## src/rtl/dtr_pkg.sv

```systemverilog
// Shared types for the delay calibration engine.
// Assumes: two-bit outcome code visible at the top ports.
package dtr_pkg;

    typedef enum logic [1:0] {
        RES_TRAINED = 2'b00,
        RES_BYPASS  = 2'b01,
        RES_NODEV   = 2'b10,
        RES_FAIL    = 2'b11
    } dtr_result_e;

    typedef enum logic [2:0] {
        ST_IDLE,
        ST_REF,
        ST_REF_WAIT,
        ST_SET,
        ST_TRY,
        ST_TRY_WAIT,
        ST_PICK
    } dtr_state_e;

endpackage

```

## src/rtl/dtr_reg_fmt.sv

```systemverilog
// Formats a delay code into the delay control register word.
// Clamps the code to CODE_MAX. A zero code gives an all-zero word
// (delay line off); otherwise the enable flag is set.
module dtr_reg_fmt #(
    parameter int              CODE_W   = 9,
    parameter int              REG_W    = 16,
    parameter int              EN_BIT   = 15,
    parameter logic [8:0]      CODE_MAX = 9'd255
) (
    input  logic [CODE_W-1:0] code_in,
    output logic [REG_W-1:0]  reg_val
);
    logic [CODE_W-1:0] clamped;

    // Clamp and pack the code with its enable flag.
    always_comb begin
        clamped = (code_in > CODE_W'(CODE_MAX)) ? CODE_W'(CODE_MAX) : code_in;
        reg_val = '0;
        if (clamped != '0) begin
            reg_val[EN_BIT]       = 1'b1;
            reg_val[CODE_W-1:0]   = clamped;
        end
    end
endmodule

```

## src/rtl/dtr_window_pick.sv

```systemverilog
// Decides pass/fail and the operating code from the swept window.
// Assumes right >= left whenever seen is set.
module dtr_window_pick #(
    parameter int          CODE_W   = 9,
    parameter int          MIN_WIN  = 80,
    parameter logic [8:0]  CODE_MAX = 9'd255
) (
    input  logic              seen,
    input  logic [CODE_W-1:0] left,
    input  logic [CODE_W-1:0] right,
    output logic              ok,
    output logic [CODE_W-1:0] chosen
);
    logic [CODE_W-1:0] width;
    logic [CODE_W:0]   two_fifths;

    // Width test and the choice between the 2/5 point and the midpoint.
    always_comb begin
        width      = right - left;
        two_fifths = {width, 1'b0} / (CODE_W+1)'(5);
        ok         = seen && (width >= CODE_W'(MIN_WIN));
        if ((left == '0) && (right < CODE_W'(CODE_MAX)))
            chosen = left + two_fifths[CODE_W-1:0];
        else
            chosen = left + (width >> 1);
    end
endmodule

```

## src/rtl/dtr_speed_tags.sv

```systemverilog
// Per-chip-select store of the last accepted clock rate.
// Assumes: written only when a new rate is accepted; zero after reset.
module dtr_speed_tags #(
    parameter int NUM_CS  = 2,
    parameter int CS_W    = 1,
    parameter int SPEED_W = 10
) (
    input  logic               clk,
    input  logic               rst_n,
    input  logic               wr_en,
    input  logic [CS_W-1:0]    wr_cs,
    input  logic [SPEED_W-1:0] wr_speed,
    input  logic [CS_W-1:0]    rd_cs,
    output logic [SPEED_W-1:0] rd_speed
);
    logic [NUM_CS-1:0][SPEED_W-1:0] tag_vec;

    for (genvar g = 0; g < NUM_CS; g++) begin : gen_tag
        logic [SPEED_W-1:0] q;
        // Hold the rate of chip select g.
        always_ff @(posedge clk) begin
            if (!rst_n)
                q <= '0;
            else if (wr_en && (wr_cs == CS_W'(g)))
                q <= wr_speed;
        end
        assign tag_vec[g] = q;
    end

    assign rd_speed = tag_vec[rd_cs];
endmodule

```

## src/rtl/dtr_engine.sv

```systemverilog
// Read-sample delay calibration engine (top).
// Captures a reference ID at the safe rate, sweeps delay codes at the
// target rate, and programs the chosen code. Assumes rd_done arrives only
// after an rd_start and that the requester holds a rate request one cycle.
module dtr_engine #(
    parameter int NUM_CS       = 2,
    parameter int SPEED_W      = 10,
    parameter int CODE_W       = 9,
    parameter int WIDE_VARIANT = 0,
    parameter int STEP         = 10,
    parameter int MIN_WIN      = 80,
    parameter int SAFE_MHZ     = 50,
    parameter int REG_W        = 16,
    parameter int EN_BIT       = 15
) (
    input  logic               clk,
    input  logic               rst_n,
    input  logic               req_valid,
    input  logic [0:0]         req_cs,
    input  logic [SPEED_W-1:0] req_mhz,
    output logic               rd_start,
    output logic               rd_slow,
    input  logic               rd_done,
    input  logic [23:0]        rd_id,
    output logic               dly_we,
    output logic [0:0]         dly_cs,
    output logic [REG_W-1:0]   dly_val,
    output logic               busy,
    output logic               done,
    output logic               pass,
    output logic [1:0]         result,
    output logic [CODE_W-1:0]  code,
    output logic               fallback
);
    import dtr_pkg::*;

    localparam int         CS_W     = 1;
    localparam logic [8:0] CODE_MAX = (WIDE_VARIANT != 0) ? 9'h1FF : 9'h0FF;

    dtr_state_e         state;
    logic [CS_W-1:0]    cs_r;
    logic [23:0]        ref_id;
    logic [CODE_W-1:0]  cur, prev, left_r, right_r;
    logic               seen;

    logic [SPEED_W-1:0] tag_speed;
    logic               accept;
    logic [CODE_W:0]    nxt_raw;
    logic [CODE_W-1:0]  nxt;
    logic               absent, match;
    logic               pick_ok;
    logic [CODE_W-1:0]  pick_code;
    logic [REG_W-1:0]   cur_word, pick_word;

    // A request is taken only when idle and its rate differs from the stored one.
    assign accept = (state == ST_IDLE) && req_valid && (req_mhz != tag_speed);

    // Next sweep code, clamped so the last trial lands on the highest code.
    always_comb begin
        nxt_raw = {1'b0, cur} + (CODE_W+1)'(STEP);
        nxt     = (nxt_raw > (CODE_W+1)'(CODE_MAX)) ? CODE_W'(CODE_MAX) : nxt_raw[CODE_W-1:0];
    end

    // Device-absent detection on the reference ID and per-trial compare.
    always_comb begin
        absent = (rd_id[23:16] == rd_id[15:8]) &&
                 ((rd_id[23:16] == 8'hFF) || (rd_id[23:16] == 8'h00));
        match  = (rd_id == ref_id);
    end

    dtr_speed_tags #(.NUM_CS(NUM_CS), .CS_W(CS_W), .SPEED_W(SPEED_W)) tags_i (
        .clk(clk), .rst_n(rst_n),
        .wr_en(accept), .wr_cs(req_cs), .wr_speed(req_mhz),
        .rd_cs(req_cs), .rd_speed(tag_speed)
    );

    dtr_window_pick #(.CODE_W(CODE_W), .MIN_WIN(MIN_WIN), .CODE_MAX(CODE_MAX)) pick_i (
        .seen(seen), .left(left_r), .right(right_r),
        .ok(pick_ok), .chosen(pick_code)
    );

    dtr_reg_fmt #(.CODE_W(CODE_W), .REG_W(REG_W), .EN_BIT(EN_BIT), .CODE_MAX(CODE_MAX)) fmt_cur_i (
        .code_in(cur), .reg_val(cur_word)
    );

    dtr_reg_fmt #(.CODE_W(CODE_W), .REG_W(REG_W), .EN_BIT(EN_BIT), .CODE_MAX(CODE_MAX)) fmt_pick_i (
        .code_in(pick_code), .reg_val(pick_word)
    );

    // Sequencer: reference read, stepped sweep, pick and register update.
    always_ff @(posedge clk) begin
        if (!rst_n) begin
            state    <= ST_IDLE;
            cs_r     <= '0;
            ref_id   <= '0;
            cur      <= '0;
            prev     <= '0;
            left_r   <= '0;
            right_r  <= '0;
            seen     <= 1'b0;
            rd_start <= 1'b0;
            rd_slow  <= 1'b0;
            dly_we   <= 1'b0;
            dly_cs   <= '0;
            dly_val  <= '0;
            busy     <= 1'b0;
            done     <= 1'b0;
            pass     <= 1'b0;
            result   <= 2'b00;
            code     <= '0;
            fallback <= 1'b0;
        end else begin
            rd_start <= 1'b0;
            dly_we   <= 1'b0;
            done     <= 1'b0;
            fallback <= 1'b0;
            unique case (state)
                ST_IDLE: begin
                    if (accept) begin
                        cs_r <= req_cs;
                        if (req_mhz <= SPEED_W'(SAFE_MHZ)) begin
                            dly_we  <= 1'b1;
                            dly_cs  <= req_cs;
                            dly_val <= '0;
                            done    <= 1'b1;
                            pass    <= 1'b0;
                            result  <= RES_BYPASS;
                            code    <= '0;
                        end else begin
                            busy  <= 1'b1;
                            state <= ST_REF;
                        end
                    end
                end
                ST_REF: begin
                    rd_start <= 1'b1;
                    rd_slow  <= 1'b1;
                    state    <= ST_REF_WAIT;
                end
                ST_REF_WAIT: begin
                    if (rd_done) begin
                        if (absent) begin
                            done   <= 1'b1;
                            busy   <= 1'b0;
                            pass   <= 1'b0;
                            result <= RES_NODEV;
                            code   <= '0;
                            state  <= ST_IDLE;
                        end else begin
                            ref_id <= rd_id;
                            cur    <= '0;
                            prev   <= '0;
                            left_r <= '0;
                            seen   <= 1'b0;
                            state  <= ST_SET;
                        end
                    end
                end
                ST_SET: begin
                    dly_we  <= 1'b1;
                    dly_cs  <= cs_r;
                    dly_val <= cur_word;
                    state   <= ST_TRY;
                end
                ST_TRY: begin
                    rd_start <= 1'b1;
                    rd_slow  <= 1'b0;
                    state    <= ST_TRY_WAIT;
                end
                ST_TRY_WAIT: begin
                    if (rd_done) begin
                        if (seen && !match) begin
                            right_r <= prev;
                            state   <= ST_PICK;
                        end else begin
                            if (match && !seen)
                                left_r <= cur;
                            if (match)
                                seen <= 1'b1;
                            prev <= cur;
                            if (cur == CODE_W'(CODE_MAX)) begin
                                right_r <= cur;
                                state   <= ST_PICK;
                            end else begin
                                cur   <= nxt;
                                state <= ST_SET;
                            end
                        end
                    end
                end
                ST_PICK: begin
                    done     <= 1'b1;
                    busy     <= 1'b0;
                    pass     <= pick_ok;
                    result   <= pick_ok ? RES_TRAINED : RES_FAIL;
                    code     <= pick_ok ? pick_code : '0;
                    dly_we   <= 1'b1;
                    dly_cs   <= cs_r;
                    dly_val  <= pick_ok ? pick_word : '0;
                    fallback <= !pick_ok;
                    state    <= ST_IDLE;
                end
                default: state <= ST_IDLE;
            endcase
        end
    end
endmodule

```

## config.mk

```make
export PLATFORM = sky130hd
export DESIGN_NAME = dtr_engine
export DESIGN_NICKNAME = d
export VERILOG_FILES = /design/src/rtl/dtr_pkg.sv /design/src/rtl/dtr_reg_fmt.sv /design/src/rtl/dtr_window_pick.sv /design/src/rtl/dtr_speed_tags.sv /design/src/rtl/dtr_engine.sv
export SDC_FILE = /design/constraint.sdc
export NUM_CORES = 1
export LEC_CHECK = 0
export ABC_AREA = 1
export BUFFER_PORTS_ARGS = -buffer_cell sky130_fd_sc_hd__buf_2
export CORE_ASPECT_RATIO = 1.2
export CORE_UTILIZATION = 61
export CTS_CLUSTER_SIZE = 30
export DETAILED_ROUTE_END_ITERATION = 6
export PLACE_DENSITY_LB_ADDON = 0.25
export SKIP_CTS_REPAIR_TIMING = 1
export SLEW_MARGIN = 20
export SYNTH_ARGS = -nofsm -noshare
export SYNTH_HDL_FRONTEND = slang
export SYNTH_HIERARCHICAL = 1
export SYNTH_SLANG_ARGS = --single-unit
```

## constraint.sdc

```tcl
create_clock -name clk -period 6.6 [get_ports clk]
set_input_delay 0.99 -clock clk [delete_from_list [all_inputs] [get_ports clk]]
set_output_delay 0.99 -clock clk [all_outputs]
set_load 0.05 [all_outputs]
```

==> summary.md <==
| Metric | Value |
|---|---|
| Status | finished with violations |
| Violated checks | setup timing |
| Initial antenna violation count | 0 |
| Clock Pin Slew Worst Setup and Hold Paths | about 50 ps |
| Post-synth EDFFs | 0 |
| Worst-path fanout max | 7 |
| Area leader, netlist | dfxtp_1 |
| CP dominant cell by count | nand2_4 |
| PortBufs | between 70 and 80 |
| Total GRT Usage | 28.94% |
| Slowest CP cell | dfxtp_1 |
| Synth top area cells | dfxtp_1 30%, nand2_1 17%, inv_1 8.5%, nand3_1 6.5%, nor2_1 6.1% |
| ANT cells | 0 |
| PnR worst setup slack | -234.1 ps |
| Clock sink count | between 100 and 150 |
| Slowest stage delay, CP | around 440 ps |
| Post-route ant nets | 0 |
| Share of layout cells above drive strength 1 | 21.79% |
| Average size of a mapped cell | around 6.2 sq um |
| Core area | around 13000 sq um |
| WL/cell | 14.21 um |
| Worst EP required | a little under 7000 ps |
| Endpoints failing hold | 0 |
| Distinct cells, synth | between 40 and 50 |
| Startpoint types | flip-flop |
| Drt first pass iters | 6 |
| Unrepaired setup endpoints after global routing | yes |
| Slew @ Worst Pin | 1044 ps |
| Number of max-cap violations | 0 |
| Root Driver | clkbuf_16 |
| DR vias | between 8000 and 9000 |
| Clock skew | around 6.7 ps |
| CTS Buf Count | 17 |
| Yosys warning count | 6 |
| Hold crit path type | reg -> reg |
| Largest net degree at the start of global routing | 74 |
| Highest clock rate | roughly 0.15 GHz |
| Vias in the first global route | around 7000 |
| Synth top area share | 30.21% |
| DP Wirelength | 13240 um |
| Initial core utilization | 62.78% |
| Area Overhead vs Synth | 20.99% |
| Ys async rst share | 0% |
| Period utilization | 103.5% |
| Worst slew margin | a little under a third |
| Predominant post-synthesis flop cell | dfxtp_1 |
| Routability cong. | between 0.9 and 1 |
| Fin nets | 1433 |
| CTS HTree Levels | 4 |
| Fin. max-slew vios | 0 |
| First-pass GRT wire length | between 30000 and 40000 um |
| Register bit total from synthesis | 120 |
| Arr. time, crit path | ~7200 ps |
| Row cnt | 45 |
| Worst-skew pair later-pin latency | between 400 and 500 ps |
| DRC viols | 0 |
| Final WL | roughly 22000 um |
| TNS Setup | -1792 ps |
| Top Ports | 74 |
| Fill cell count | 983 |
| Drt via density | 5.393 |
| GRT overflow | 0 |
| Full die area | approximately 13000 sq um |
| CTS tree | yes |
| Max Buffers Root-to-Sink | 2 |
| Setup-failing EPs final | 10 |
| DRT iter0 DRCs | 999 |
| Minimum clock period | between 6000 and 7000 ps |
| Cell Area, Synth | 7953 sq um |
| Register area share after synthesis | between 30% and 40% |
| Synth Instances | approximately 1300 |
| Die W | roughly 110 um |
| CP endpoint kind | flip-flop |
| Die height | between 100 and 150 um |
| CP Class | reg -> reg |
flip-flops by register name (all words and copies together) (netlist names), 2 cells and up:
| register | flops |
|---|---|
| dly_val | 16 |
| tags_i/gen_tag.q | 20 |
| prev | 9 |
| code | 9 |
| cur | 9 |
| right_r | 9 |
| ref_id | 24 |
| result | 2 |
| state | 3 |
| left_r | 9 |
worst max-delay path, delay by kind of cell (launching register included):
family	cells	cell delay (ps)
buf+inv	8	740
compound gates	7	1220
xor+xnor	2	440
flops	1	440
simple gates	30	2950
fa+ha+maj	4	970
final timing paths:
| path | from | endpoint | slack [ps] | cells after the start |
|---|---|---|---|---|
| worst min register to register | prev[6] | prev[6] | 460 | 2 |
| worst min-delay path | prev[6] | prev[6] | 460 | 2 |
| worst max-delay path | right_r[2] | dly_val[5] | -230 | 51 |
| worst max register to register | right_r[2] | dly_val[5] | -230 | 51 |
logic make-up after synthesis:
kind of cell	share of synthesized area, %
AO/OA/AOI/OAI	11.60
adder cells (fa/ha/maj)	3.398
buffers and inverters	13.06
XOR/XNOR	2.423
flip-flops	30.21
other	0.09443
AND/OR/NAND/NOR	39.22
per-layer routing:
metal | up-vias | track usage (%) | wire (um)
met5 | - | 0 | 0
met4 | 0 | 9.069 | 857
met1 | 3704 | 38.20 | 9287
met2 | 390 | 47.40 | 10260
met3 | 85 | 5.816 | 1619
li1 | 4180 | - | -
through the flow:
step	hold slack (ps)	setup slack [ps]	std cells	instance area, sq um	util (%)
3_3_place_gp	448.8	301.6	1486	8332	65.77
2_1_floorplan	441.1	640.9	1296	7998	-
5_1_grt	487.2	-583.7	1550	9622	75.95
6_report	459.1	-234.1	1550	9622	75.95
4_1_cts	460.9	-110.6	1518	8939	70.56
3_5_place_dp	452.2	-19.32	1486	8332	65.77
final cells by class:
| type | instances | area, sq um | share of cell area (%) |
|---|---|---|---|
| Timing Repair Buffer | 111 | 650.6 | 6.762 |
| Multi-Input combinational cell | 923 | 4977 | 51.73 |
| Tap cell | 164 | 205.2 | 2.133 |
| Inverter | 200 | 755.7 | 7.854 |
| Clock inverter | 12 | 150.1 | 1.560 |
| Sequential cell | 120 | 2426 | 25.21 |
| Clock buffer | 20 | 456.7 | 4.746 |
cells in the mapped netlist (all sizes together), types with 2 or more instances:
| cell | instances |
|---|---|
| a21oi | 86 |
| a31oi | 16 |
| buf | 33 |
| clkbuf | 20 |
| conb | 2 |
| dfxtp | 120 |
| ha | 20 |
| inv | 200 |
| nand2 | 388 |
| nand3 | 116 |
| nand3b | 3 |
| nand4 | 15 |
| nor2 | 140 |
| nor3 | 11 |
| nor4 | 3 |
| o21ai | 64 |
| or2 | 19 |
| xnor2 | 6 |
| xor2 | 16 |
layout by cell type (no fill, tap or decap), types with 15 or more instances in the layout:
cell,n
inv_2,26
nand4_1,15
nor2_1,128
nand3_1,93
inv_1,172
buf_4,38
o21ai_0,61
nand2_2,23
a31oi_1,16
nand2_4,23
buf_2,73
a21oi_1,79
xor2_1,15
nand2_1,341
clkbuf_16,17
dfxtp_1,109
Power is left out: the tool's default activity adds up to more than one toggle a clock period on the data nets, which glitch-free logic cannot reach.
